`config.mk`:
```
export PLATFORM = sky130hd
export DESIGN_NAME = i2c_digit_master
export DESIGN_NICKNAME = d
export VERILOG_FILES = /design/src/rtl/i2cd_pkg.sv /design/src/rtl/i2cd_quarter_timer.sv /design/src/rtl/i2cd_line_sync.sv /design/src/rtl/i2c_digit_master.sv
export SDC_FILE = /design/constraint.sdc
export NUM_CORES = 1
export LEC_CHECK = 0
export ABC_AREA = 1
export BUFFER_PORTS_ARGS = -buffer_cell sky130_fd_sc_hd__buf_4
export CAP_MARGIN = 25
export CORE_MARGIN = 2
export CORE_UTILIZATION = 50
export CTS_BUF_LIST = sky130_fd_sc_hd__clkbuf_2
export DETAILED_ROUTE_END_ITERATION = 8
export HOLD_SLACK_MARGIN = 0.05
export PLACE_DENSITY = 0.78
export SYNTH_ARGS = -nofsm -noshare
export SYNTH_HDL_FRONTEND = slang
export SYNTH_SLANG_ARGS = --single-unit
```
`constraint.sdc`:
```
create_clock -name clk -period 2.4 [get_ports clk]
set_input_delay 0.48 -clock clk [delete_from_list [all_inputs] [get_ports clk]]
set_output_delay 0.48 -clock clk [all_outputs]
set_load 0.1 [all_outputs]
```
`src/rtl/i2cd_pkg.sv`:
```
package i2cd_pkg;

    localparam int DIGIT_W = 4;

    // Slot numbering inside the transfer state
    localparam logic [3:0] SLOT_LAST_TX = 4'd4;
    localparam logic [3:0] SLOT_ACK     = 4'd5;
    localparam logic [3:0] SLOT_NACK    = 4'd10;

    typedef enum logic [1:0] {
        ST_IDLE,
        ST_START,
        ST_XFER,
        ST_STOP
    } state_t;

    typedef struct packed {
        logic [DIGIT_W-1:0] digit;
        logic               rw;
    } frame_t;

    function automatic logic digit_ok(input logic [DIGIT_W-1:0] d);
        return d <= 4'd9;
    endfunction

    // Payload bit for transmit slot s (0..4), digit MSB first, then direction
    function automatic logic frame_bit(input frame_t f, input logic [2:0] s);
        logic [DIGIT_W:0] v;
        v = f;
        return v[3'd4 - s];
    endfunction

endpackage

```
`src/rtl/i2cd_quarter_timer.sv`:
```
module i2cd_quarter_timer #(
    parameter int QTR_CLKS = 125
) (
    input  logic       clk,
    input  logic       rst,
    input  logic       run,
    output logic [1:0] q,
    output logic       q_last
);
    localparam int CW = (QTR_CLKS > 1) ? $clog2(QTR_CLKS) : 1;
    localparam logic [CW-1:0] LAST = CW'(QTR_CLKS - 1);

    logic [CW-1:0] cnt;

    assign q_last = run && (cnt == LAST);

    always_ff @(posedge clk) begin
        if (rst || !run) begin
            cnt <= '0;
            q   <= 2'd0;
        end else if (q_last) begin
            cnt <= '0;
            q   <= q + 2'd1;
        end else begin
            cnt <= cnt + CW'(1);
        end
    end
endmodule

```
`src/rtl/i2cd_line_sync.sv`:
```
module i2cd_line_sync #(
    parameter int STAGES = 2
) (
    input  logic clk,
    input  logic rst,
    input  logic d,
    output logic q
);
    logic [STAGES-1:0] sh;

    generate
        if (STAGES == 1) begin : g_one
            always_ff @(posedge clk) begin
                if (rst) sh <= '1;
                else     sh <= d;
            end
        end else begin : g_many
            always_ff @(posedge clk) begin
                if (rst) sh <= '1;
                else     sh <= {sh[STAGES-2:0], d};
            end
        end
    endgenerate

    assign q = sh[STAGES-1];
endmodule

```
`src/rtl/i2c_digit_master.sv`:
```
module i2c_digit_master
    import i2cd_pkg::*;
#(
    parameter int QTR_CLKS    = 125,
    parameter int SYNC_STAGES = 2
) (
    input  logic         clk,
    input  logic         rst,
    input  logic         start_req,
    input  logic [3:0]   digit,
    input  logic         rw,
    input  logic         sda_in,
    output logic         scl_oe,
    output logic         sda_oe,
    output logic         busy,
    output logic         done,
    output logic         ack_err,
    output logic         bad_digit,
    output logic [3:0]   rd_digit
);
    state_t             state;
    logic [3:0]         slot;
    frame_t             frame;
    logic [1:0]         q;
    logic               q_last;
    logic               sample_stb;
    logic               slot_end;
    logic               sda_s;
    logic               nack_seen;
    logic [DIGIT_W-1:0] rd_sh;
    logic               sda_next;

    i2cd_quarter_timer #(.QTR_CLKS(QTR_CLKS)) u_timer (
        .clk    (clk),
        .rst    (rst),
        .run    (state != ST_IDLE),
        .q      (q),
        .q_last (q_last)
    );

    i2cd_line_sync #(.STAGES(SYNC_STAGES)) u_sync (
        .clk (clk),
        .rst (rst),
        .d   (sda_in),
        .q   (sda_s)
    );

    assign sample_stb = q_last && (q == 2'd2);
    assign slot_end   = q_last && (q == 2'd3);
    assign busy       = (state != ST_IDLE);

    // SCL low for quarters 0 and 1 of every clocked slot
    always_comb begin
        unique case (state)
            ST_XFER, ST_STOP: scl_oe = (q < 2'd2);
            default:          scl_oe = 1'b0;
        endcase
    end

    // SDA request, registered one cycle behind SCL so it moves after SCL falls
    always_comb begin
        unique case (state)
            ST_START: sda_next = (q >= 2'd2);
            ST_XFER:  sda_next = (slot <= SLOT_LAST_TX) ? !frame_bit(frame, slot[2:0]) : 1'b0;
            ST_STOP:  sda_next = (q <= 2'd2);
            default:  sda_next = 1'b0;
        endcase
    end

    always_ff @(posedge clk) begin
        if (rst) begin
            state     <= ST_IDLE;
            slot      <= 4'd0;
            frame     <= '0;
            nack_seen <= 1'b0;
            rd_sh     <= '0;
            rd_digit  <= '0;
            ack_err   <= 1'b0;
            done      <= 1'b0;
            bad_digit <= 1'b0;
            sda_oe    <= 1'b0;
        end else begin
            done      <= 1'b0;
            bad_digit <= 1'b0;
            sda_oe    <= sda_next;
            unique case (state)
                ST_IDLE: begin
                    if (start_req) begin
                        if (digit_ok(digit)) begin
                            frame     <= '{digit: digit, rw: rw};
                            ack_err   <= 1'b0;
                            nack_seen <= 1'b0;
                            slot      <= 4'd0;
                            state     <= ST_START;
                        end else begin
                            bad_digit <= 1'b1;
                        end
                    end
                end
                ST_START: begin
                    if (slot_end) begin
                        state <= ST_XFER;
                        slot  <= 4'd0;
                    end
                end
                ST_XFER: begin
                    if (sample_stb) begin
                        if (slot == SLOT_ACK)
                            nack_seen <= sda_s;
                        else if (slot > SLOT_ACK && slot < SLOT_NACK)
                            rd_sh <= {rd_sh[DIGIT_W-2:0], sda_s};
                    end
                    if (slot_end) begin
                        if (slot == SLOT_ACK) begin
                            if (nack_seen) begin
                                ack_err <= 1'b1;
                                state   <= ST_STOP;
                            end else if (frame.rw) begin
                                slot <= slot + 4'd1;
                            end else begin
                                state <= ST_STOP;
                            end
                        end else if (slot == SLOT_NACK) begin
                            rd_digit <= rd_sh;
                            state    <= ST_STOP;
                        end else begin
                            slot <= slot + 4'd1;
                        end
                    end
                end
                ST_STOP: begin
                    if (slot_end) begin
                        state <= ST_IDLE;
                        done  <= 1'b1;
                    end
                end
                default: state <= ST_IDLE;
            endcase
        end
    end
endmodule

```
==> results of run 1 <==
==> synth_stat cells (all sizes together) <==
library cell	number	area, um^2
xor2	1	8.76
or2	6	37.5
nand2	36	143
and3	1	6.26
nor3	7	40.0
xnor2	1	8.76
dfxtp	35	701
inv	30	113
o21ai	21	105
nor4	1	6.26
nor2	39	166
clkbuf	2	17.5
ha	14	175
nand4	1	6.26
nand3	14	92.6
nand3b	1	7.51
o211ai	1	7.51
o21bai	1	7.51
a21oi	29	145
o21a	2	15.0
buf	2	18.8
==> power groups by stage <==
stage	logic [mW]	registers (mW)	clock network (mW)
after CTS	0.763	0.677	0.495
after detailed placement	0.748	0.690	0
after floorplan	0.552	0.743	0
final	0.769	0.676	0.485
after global placement	0.742	0.686	0
after global routing	0.853	0.686	0.525
==> metrics by stage <==
step	total power [mW]	setup slack, ns	hold WS (ns)	area [um^2]
final	1.93	0.162	0.252	2090
after global routing	2.06	0.0152	0.198	2090
after CTS	1.94	0.105	0.231	2090
after detailed placement	1.44	0.459	0.399	2000
after global placement	1.43	0.512	0.397	2000
after floorplan	1.30	0.227	0.389	1830
==> layout make-up <==
class	count	area [um^2]	area share [%]
Clock inverter	3	67.6	3.23
Inverter	30	113	5.38
Multi-Input combinational cell	176	985	47.0
Timing Repair Buffer	19	146	6.99
Clock buffer	5	25.0	1.19
Sequential cell	35	701	33.5
Tap cell	46	57.6	2.75
==> critical path, stage by stage (launching register included) <==
cell and delay, ns:
dfxtp_1 0.38, inv_1 0.12, ha_2 0.32, inv_2 0.14, a21oi_2 0.18, buf_6 0.24
==> state kept, by name, indices dropped and copies added (netlist names) <==
| name | cells |
|---|---|
| ack_err | 1 |
| rd_digit | 4 |
| u_timer.q | 2 |
| sda_oe | 1 |
| u_sync.sh | 2 |
| bad_digit | 1 |
| slot | 4 |
| done | 1 |
| state | 2 |
| u_timer.cnt | 7 |
| frame | 5 |
| nack_seen | 1 |
| rd_sh | 4 |
==> worst max-delay path by stage <==
| stage | endpoint | slack, ns | depth (start not counted) |
|---|---|---|---|
| after floorplan | scl_oe | 0.23 | 5 |
| after global placement | scl_oe | 0.51 | 5 |
| after detailed placement | scl_oe | 0.46 | 5 |
| after CTS | scl_oe | 0.11 | 5 |
| after global routing | scl_oe | 0.02 | 5 |
| final | scl_oe | 0.16 | 5 |
==> cell families (layout without fill, tap and decap cells) <==
group	count (synthesis)	count (layout)
DFF	35	35
and+or+nand+nor	106	106
buffers and inverters	34	57
adders and majority gates	14	14
xor gates and xnor gates	2	2
AOI/OAI and AO/OA	54	54
==> per-layer routing <==
metal  wire, um  vias up  track usage [%]
met5          0        -                0
met2       1630       27             30.7
met1       1670      706             24.4
li1           -      837                -
met4         76        0             9.31
met3        143        9             5.38
==> repair_timing <==
item | in CTS | in global routing
setup endpoints to repair | 1 | 1
setup buffers | 0 | 0
cloned | 0 | 0
resized for setup | 1 | 1
==> results.json, run 1 <==
{
  "fin_nets": 290,
  "hp-start": "sda_in",
  "synthSimpleGateAreaFrac_pct": 27.7,
  "comb_power_share_pct": 39.8,
  "drive_above_1_share_pct": 17.5,
  "maxSlewViolCount": 0,
  "clock.fmax_ghz": 0.447,
  "leakagePower_nw": 0.887,
  "rows": 21,
  "switching_share_pct": 40.3,
  "postRouteAntennaNets": 0,
  "fin_skew_ns": 0.0160,
  "hpwl_um": 2540,
  "root_buffer": "clkbuf_2",
  "vias": 1579,
  "postCtsHoldBufs": 0,
  "drt_drc_violations_left": 0,
  "synth_cells": 245,
  "timing.final.crit_share_pct": 93.2,
  "timing.rr.end": "ack_err",
  "hp-class": "in -> reg",
  "crit_path_max_fanout": 10,
  "clock_power_share_pct": 25.1,
  "grt_pass1_wl_um": 6260,
  "synth_compound_area_share_pct": 15.3,
  "grt.total_usage_pct": 19.4,
  "final_cell_mix": "35 x nor2_1, 35 x dfxtp_1, 33 x nand2_1",
  "htreeDepth": 2,
  "internal_power_mw": 1.15,
  "fill_cells": 342,
  "die_y_um": 64.5,
  "worst_pin_slew_ns": 0.464,
  "dieWidth_um": 64.5,
  "vdd_drop_max_mv": 0.496,
  "status": "complete, no violations",
  "synth_cell_types": 30,
  "place_inst": 306,
  "powerDensity_mw_per_mm2": 922,
  "tns_ns": 0,
  "synth_top_family_by_area": "simple AND/OR/NAND/NOR gates",
  "crit_arrival_ns": 1.76,
  "io_buffers": 18,
  "grt_pass1_vias": 1464,
  "worstSetupPathType": "reg -> out",
  "setup_viol": 0,
  "ys_seq_area_share_pct": 38.3,
  "pwr-share-seq_pct": 35.0,
  "cts_sinks": 35,
  "layoutNonFillerInstCount": 314,
  "cap_viol_max_count": 0,
  "p_sw_mw": 0.779,
  "muxShareOfSynthArea_pct": 0,
  "ff2ff_setup_slack_ns": 0.48,
  "clk_latency_ns": 0.39,
  "finalCoreUtilization_pct": 61.3,
  "critical_path.endpoint_type": "output port",
  "clk_pin_slew_ns": 0.19,
  "relSlewSlack_pct": 69.0,
  "cts_max_path_buffers": 2,
  "syn_to_final_growth_pct": 14.6,
  "synthAdderAreaFrac_pct": 9.58,
  "r2r_cells": 10,
  "firstDrtPassIters": 4,
  "cp-start-kind": "register",
  "post_drt_wl_per_cell_um": 11.2,
  "min_period_ns": 2.24,
  "yosys_warnings": 0,
  "core_region_area_mm2": 0.00342,
  "min_path_cells": 2,
  "drt_iter0_markers": 83,
  "final_hold_viol_count": 0,
  "syn-num-nets": 268,
  "grt_start_max_net_pins": 17,
  "cts_tree": "built",
  "ys_ff_latch": 35,
  "rsz0062_at_grt": "no",
  "worst-endpoint-required_ns": 1.92,
  "synth.avg_cell_area_um2": 7.46,
  "place.gp.congestion": 0.887,
  "synth-xor-area-share_pct": 0.958,
  "grt_antenna_before_repair": 0,
  "syn_area_mm2": 0.00183,
  "overflow": 0,
  "ios": 19,
  "whs_endpoint": "u_sync.sh[0]",
  "die_area_mm2": 0.00416,
  "numCtsBuffers": 5,
  "routed_via_density": 5.03,
  "crit_start": "state[0]",
  "initial_core_util_pct": 53.5,
  "wirelength_um": 3520,
  "timing.rr.start": "state[0]",
  "n_antenna_cell": 0
}
Power figures use the tool's default switching activity.
==> run 2: changes to the inputs <==
==> constraint.sdc (replaced) <==
create_clock -name clk -period 2.4 [get_ports clk]
set_input_delay 0.72 -clock clk [delete_from_list [all_inputs] [get_ports clk]]
set_output_delay 0.72 -clock clk [all_outputs]
set_load 0.1 [all_outputs]
==> run 2 against run 1 <==
Sequential power barely moved. Die area unchanged. Power is 4.9% lower. Critical path type unchanged. Critical path depth shrank 1. Global-route usage shrank 0.83 points. Cell area shrank 0.30%. Final cell count rose by 0.64%. First-iteration DRC count shrank 35%. Non-clock buffer count is 2 higher. Largest power group unchanged. Sequential cell count stayed put. Sequential share of layout area is 0.10 points higher.
==> results.json, run 2 (synthesis results as in run 1) <==
{
  "slowest_delay_ns": 0.41,
  "rows": 21,
  "final_hold_viol_count": 0,
  "cp_top_family": "buffers and inverters",
  "crit_start": "state[0]",
  "drive_above_1_share_pct": 17.4,
  "worst_slack_ns": 0.122,
  "root_buffer": "clkbuf_2",
  "regMostFlops": "u_timer.cnt",
  "crit_arrival_ns": 1.56,
  "firstDrtPassIters": 4,
  "cts_tree": "built",
  "overflow": 0,
  "crit_path_max_fanout": 6,
  "die_area_mm2": 0.00416,
  "postRouteAntennaNets": 0,
  "syn_to_final_growth_pct": 14.2,
  "rsz0062_at_grt": "no",
  "clock_power_share_pct": 20.6,
  "place_inst": 308,
  "layoutNonFillerInstCount": 316,
  "p_sw_mw": 0.783,
  "initial_core_util_pct": 53.5,
  "switching_share_pct": 42.7,
  "maxSlewViolCount": 0,
  "placed_area_mm2": 0.00202,
  "grt_start_max_net_pins": 17,
  "ios": 19,
  "final_cell_mix": "35 x nor2_1, 35 x dfxtp_1, 33 x nand2_1",
  "tns_ns": 0,
  "routed_via_density": 4.98,
  "path_common_cell": "inv_1",
  "hp-class": "reg -> reg",
  "worstSetupPathType": "reg -> out",
  "cap_viol_max_count": 0,
  "min_period_ns": 2.28,
  "place_ws_ns": 0.508,
  "place.gp.congestion": 0.856,
  "multi_input_area_um2": 990,
  "die_y_um": 64.5,
  "cp-start-kind": "register",
  "whs_ns": 0.445,
  "worst-endpoint-required_ns": 1.68,
  "drt_drc_violations_left": 0,
  "internal_power_mw": 1.05,
  "crit_chain": "inv_1 > ha_1 > inv_1 > buf_4",
  "drt_iter0_markers": 54,
  "comb_power_share_pct": 42.7,
  "setup_viol": 0,
  "clk_pin_slew_ns": 0.19,
  "clk_latency_ns": 0.39,
  "fin_nets": 292,
  "post_cts_buffers": 0,
  "grt.total_usage_pct": 18.6,
  "pwr-share-seq_pct": 36.7,
  "fin_skew_ns": 0.0167,
  "wirelength_um": 3520,
  "status": "complete, no violations",
  "timing.rr.start": "state[0]",
  "finalCoreUtilization_pct": 61.1,
  "hp-start": "u_sync.sh[0]",
  "largest_register_ffs": 7,
  "fill_cells": 324,
  "cts_resized": 0,
  "cts_sinks": 35,
  "leakagePower_nw": 0.892,
  "relSlewSlack_pct": 71.4,
  "core_region_area_mm2": 0.00342,
  "numCtsBuffers": 5,
  "finalInstanceArea_mm2": 0.00209,
  "timing.final.crit_share_pct": 94.9,
  "cts_max_path_buffers": 2,
  "top_regs": "u_timer.cnt x7, frame x5",
  "clock.fmax_ghz": 0.439,
  "grt_pass1_vias": 1449,
  "grt_antenna_before_repair": 0,
  "cpMaxStageDelayCell": "dfxtp_1",
  "io_buffers": 18,
  "path_buf_inv": 3,
  "grt_pass1_wl_um": 6100,
  "n_antenna_cell": 0,
  "vias": 1573,
  "htreeDepth": 2,
  "critical_path.endpoint_type": "output port",
  "hpwl_um": 2670,
  "power_mw": 1.84,
  "vdd_drop_max_mv": 0.669,
  "postCtsHoldBufs": 0,
  "worst_pin_slew_ns": 0.428,
  "post_drt_wl_per_cell_um": 11.1,
  "dieWidth_um": 64.5,
  "seq_area_um2": 701,
  "powerDensity_mw_per_mm2": 879
}
[run 2: worst paths after layout]
kind	slack [ns]	end	cells after the start
setup / recovery	0.12	busy	4
hold / removal	0.45	u_sync.sh[1]	1
setup reg to reg	0.54	rd_digit[1]	8
hold reg to reg	0.45	u_sync.sh[1]	1
[run 2: layer usage]
metal	GRT usage (%)	share of wire [%]	vias up
li1	-	-	843
met1	23.5	49	699
met2	30.7	45	25
met3	4.34	3.4	6
met4	7.18	1.6	0
met5	0	0	-
[run 2: power groups by stage]
stage	Combinational [mW]	Sequential, mW	Clock (mW)
floorplan	0.558	0.743	0
global placement	0.761	0.685	0
detailed placement	0.773	0.688	0
CTS	0.778	0.675	0.381
global route	0.869	0.685	0.399
finish	0.784	0.674	0.378
[run 2: final cells by class]
type                       count  area share, %
inverter                      30           5.51
timing repair buffer          21           7.73
multi-input combinational    176           47.4
tap                           46           2.76
clock buffer                   5           1.20
sequential                    35           33.6
clock inverter                 3           1.86
[run 2: worst reg2reg max path, cell delays in order, from the launching register on]
cell	delay, ns
dfxtp_1	0.41
inv_1	0.10
ha_1	0.28
nor2_1	0.24
nand3_4	0.14
nor2_1	0.36
inv_1	0.10
nor2_1	0.11
nor2_1	0.05
==> run 3: changes to the inputs <==
SYNTH_HIERARCHICAL = 1   (was default)
==> run 3 against run 2 <==
Register-to-register slack got worse by 0.17 ns. Synthesized cell count rose by 11%. Area after synthesis up 2.5%. Critical path depth unchanged. Routed wire length up 1.5%. Count of clock-buffer cells in the layout stayed put. Hold slack improved by 0.0086 ns. Via count rose by 3.1%. Core utilization fell by 3.1 points. Die area rose by 2.4%. Clock skew increased by 0.0036 ns. Cell area rose by 0.90%.
==> results.json, run 3 <==
{
  "cap_viol_max_count": 0,
  "synth_common_cells": "54 x nor2_1, 50 x nand2_1, 35 x dfxtp_1",
  "drt_iter0_markers": 129,
  "io_buffers": 18,
  "synth_cell_types": 28,
  "cp-start-kind": "register",
  "grt_busiest_layer": "met2",
  "grt_antenna_before_repair": 0,
  "overflow": 0,
  "hp-class": "reg -> reg",
  "vdd_drop_max_mv": 0.544,
  "worst-endpoint-required_ns": 1.68,
  "syn-num-nets": 293,
  "synth_top_family_by_area": "simple AND/OR/NAND/NOR gates",
  "layoutNonFillerInstCount": 342,
  "initial_core_util_pct": 51.6,
  "use_met1_pct": 23.7,
  "synth_cells": 272,
  "clock.fmax_ghz": 0.446,
  "rows": 22,
  "grt_pass1_vias": 1470,
  "largest_register_ffs": 7,
  "fin_nets": 314,
  "synthSimpleGateAreaFrac_pct": 34.0,
  "synth.area.top_cells": "dfxtp_1 37%, nor2_1 11%, nand2_1 10%",
  "hpwl_um": 2700,
  "place.gp.congestion": 0.886,
  "worstSetupPathType": "reg -> out",
  "routed_via_density": 4.74,
  "grt_use_met2_pct": 31.3,
  "fin_skew_ns": 0.0203,
  "crit_chain": "ha_1 > inv_1 > a21oi_4 > buf_6",
  "ys_seq_area_share_pct": 37.4,
  "post_drt_wl_per_cell_um": 10.4,
  "cp_top_family": "flip-flops",
  "top_regs": "u_timer/cnt x7, frame x5",
  "muxShareOfSynthArea_pct": 0,
  "clk_pin_slew_ns": 0.18,
  "post_cts_buffers": 0,
  "cts_sinks": 35,
  "status": "complete, no violations",
  "n_antenna_cell": 0,
  "slowest_delay_ns": 0.42,
  "whs_ns": 0.454,
  "final_hold_viol_count": 0,
  "path_buf_inv": 2,
  "synth-xor-area-share_pct": 1.87,
  "rsz0062_at_grt": "no",
  "p_sw_mw": 0.800,
  "seq_area_um2": 703,
  "cts_max_path_buffers": 2,
  "synth_compound_area_share_pct": 9.68,
  "critical_path.endpoint_type": "output port",
  "yosys.cell_count.top_type": "nor2_1",
  "relSlewSlack_pct": 70.8,
  "ys.flop_type": "dfxtp_1",
  "synthAdderAreaFrac_pct": 8.01,
  "pwr-share-seq_pct": 39.8,
  "gr-usage-met3_pct": 5.14,
  "vias": 1622,
  "synth_top_area_cell": "dfxtp_1",
  "postRouteAntennaNets": 0,
  "synthArstFlopShare_pct": 0,
  "ys_ff_latch": 35,
  "wirelength_um": 3570,
  "leakagePower_nw": 0.990,
  "die_area_mm2": 0.00425,
  "crit_arrival_ns": 1.52,
  "synth-edff-count": 0,
  "synth.avg_cell_area_um2": 6.89,
  "powerDensity_mw_per_mm2": 837,
  "postCtsHoldBufs": 0,
  "mostFrequentLayoutCell": "nor2_1",
  "yosys_warnings": 6,
  "htreeDepth": 2,
  "root_buffer": "clkbuf_2",
  "clk_latency_ns": 0.39,
  "worst_pin_slew_ns": 0.437,
  "core_region_area_mm2": 0.00363,
  "tns_ns": 0,
  "firstDrtPassIters": 4,
  "min_period_ns": 2.24,
  "die_y_um": 65.2,
  "drt_drc_violations_left": 0,
  "switching_share_pct": 45.4,
  "cts_resized": 0,
  "grt.total_usage_pct": 19.1,
  "dieWidth_um": 65.2,
  "drive_above_1_share_pct": 17.7,
  "timing.final.crit_share_pct": 93.5,
  "grt_start_max_net_pins": 18,
  "internal_power_mw": 0.962,
  "comb_power_share_pct": 45.1,
  "syn_to_final_growth_pct": 12.4,
  "crit_path_max_fanout": 5,
  "clock_power_share_pct": 15.2,
  "cpMaxStageDelayCell": "dfxtp_2",
  "place_inst": 334,
  "regMostFlops": "u_timer/cnt",
  "syn_area_mm2": 0.00187,
  "setup_viol": 0,
  "fill_cells": 345,
  "maxSlewViolCount": 0,
  "multi_input_area_mm2": 0.00101,
  "final_cell_mix": "54 x nor2_1, 50 x nand2_1, 33 x dfxtp_1",
  "numCtsBuffers": 5,
  "grt_pass1_wl_um": 6280,
  "yosysTopAreaCellShare_pct": 37.4,
  "ios": 19,
  "cts_tree": "built"
}
## run 3: changes by cell type after synthesis, moves of 3 or more
cell	delta
nand2_1	+17
inv_2	+6
nand2_2	+4
nor2_1	+19
o21ai_1	+3
o21ai_0	-5
a21oi_1	-15
or2_2	-4
nor3_1	-3
nand3_1	+6
## run 3: final timing paths
| path | cells past startpoint | slack (ns) | start | to |
|---|---|---|---|---|
| worst max-delay path | 4 | 0.16 | state[1] | scl_oe |
| worst min-delay path | 2 | 0.45 | u_sync/sh[0] | u_sync/sh[1] |
| worst max register to register | 14 | 0.37 | state[1] | ack_err |
| worst min register to register | 2 | 0.45 | u_sync/sh[0] | u_sync/sh[1] |
## run 3: power by group through the flow
| stage | clock network (mW) | logic [mW] | registers [mW] |
|---|---|---|---|
| global placement | 0 | 0.786 | 0.709 |
| CTS | 0.278 | 0.792 | 0.699 |
| floorplan | 0 | 0.596 | 0.751 |
| detailed placement | 0 | 0.787 | 0.712 |
| finish | 0.267 | 0.794 | 0.701 |
| global route | 0.308 | 0.888 | 0.715 |
## run 3: cells by family (layout without fill, tap and decap cells)
group / Yosys count / in the layout
AOI/OAI and AO/OA: 35 / 35
DFF: 35 / 35
adders and majority gates: 12 / 12
and+or+nand+nor: 143 / 143
buffers and inverters: 43 / 65
xor gates and xnor gates: 4 / 4
## run 3: cell type report
cell class                      count  area share (%)
Tap cell                           48            2.85
Multi-Input combinational cell    194            48.2
Clock buffer                        5            1.19
Clock inverter                      3           0.713
Timing Repair Buffer               19            6.95
Inverter                           38            6.77
Sequential cell                    35            33.4
## run 3: metrics by stage
stage                     worst slack, ns  utilization [%]  total power [mW]  cell area [um^2]
after floorplan                     0.160                -              1.35              1890
after global placement              0.407             56.7              1.49              2060
after detailed placement            0.357             56.7              1.50              2060
after CTS                          0.0184             57.8              1.77              2100
after global routing               0.0298             58.0              1.91              2110
final                               0.157             58.0              1.76              2110
## run 3: worst min-delay path: stages, from the launching register on
cell	delay, ns
dfxtp_1	0.34
inv_1	0.04
nand2_1	0.05
## run 3: metal layers
layer | share of wire [%] | routed length [um] | vias to the layer above
li1 | - | - | 888
met1 | 49 | 1760 | 703
met2 | 45 | 1600 | 24
met3 | 3.9 | 138 | 7
met4 | 2.0 | 71 | 0
met5 | 0 | 0 | -
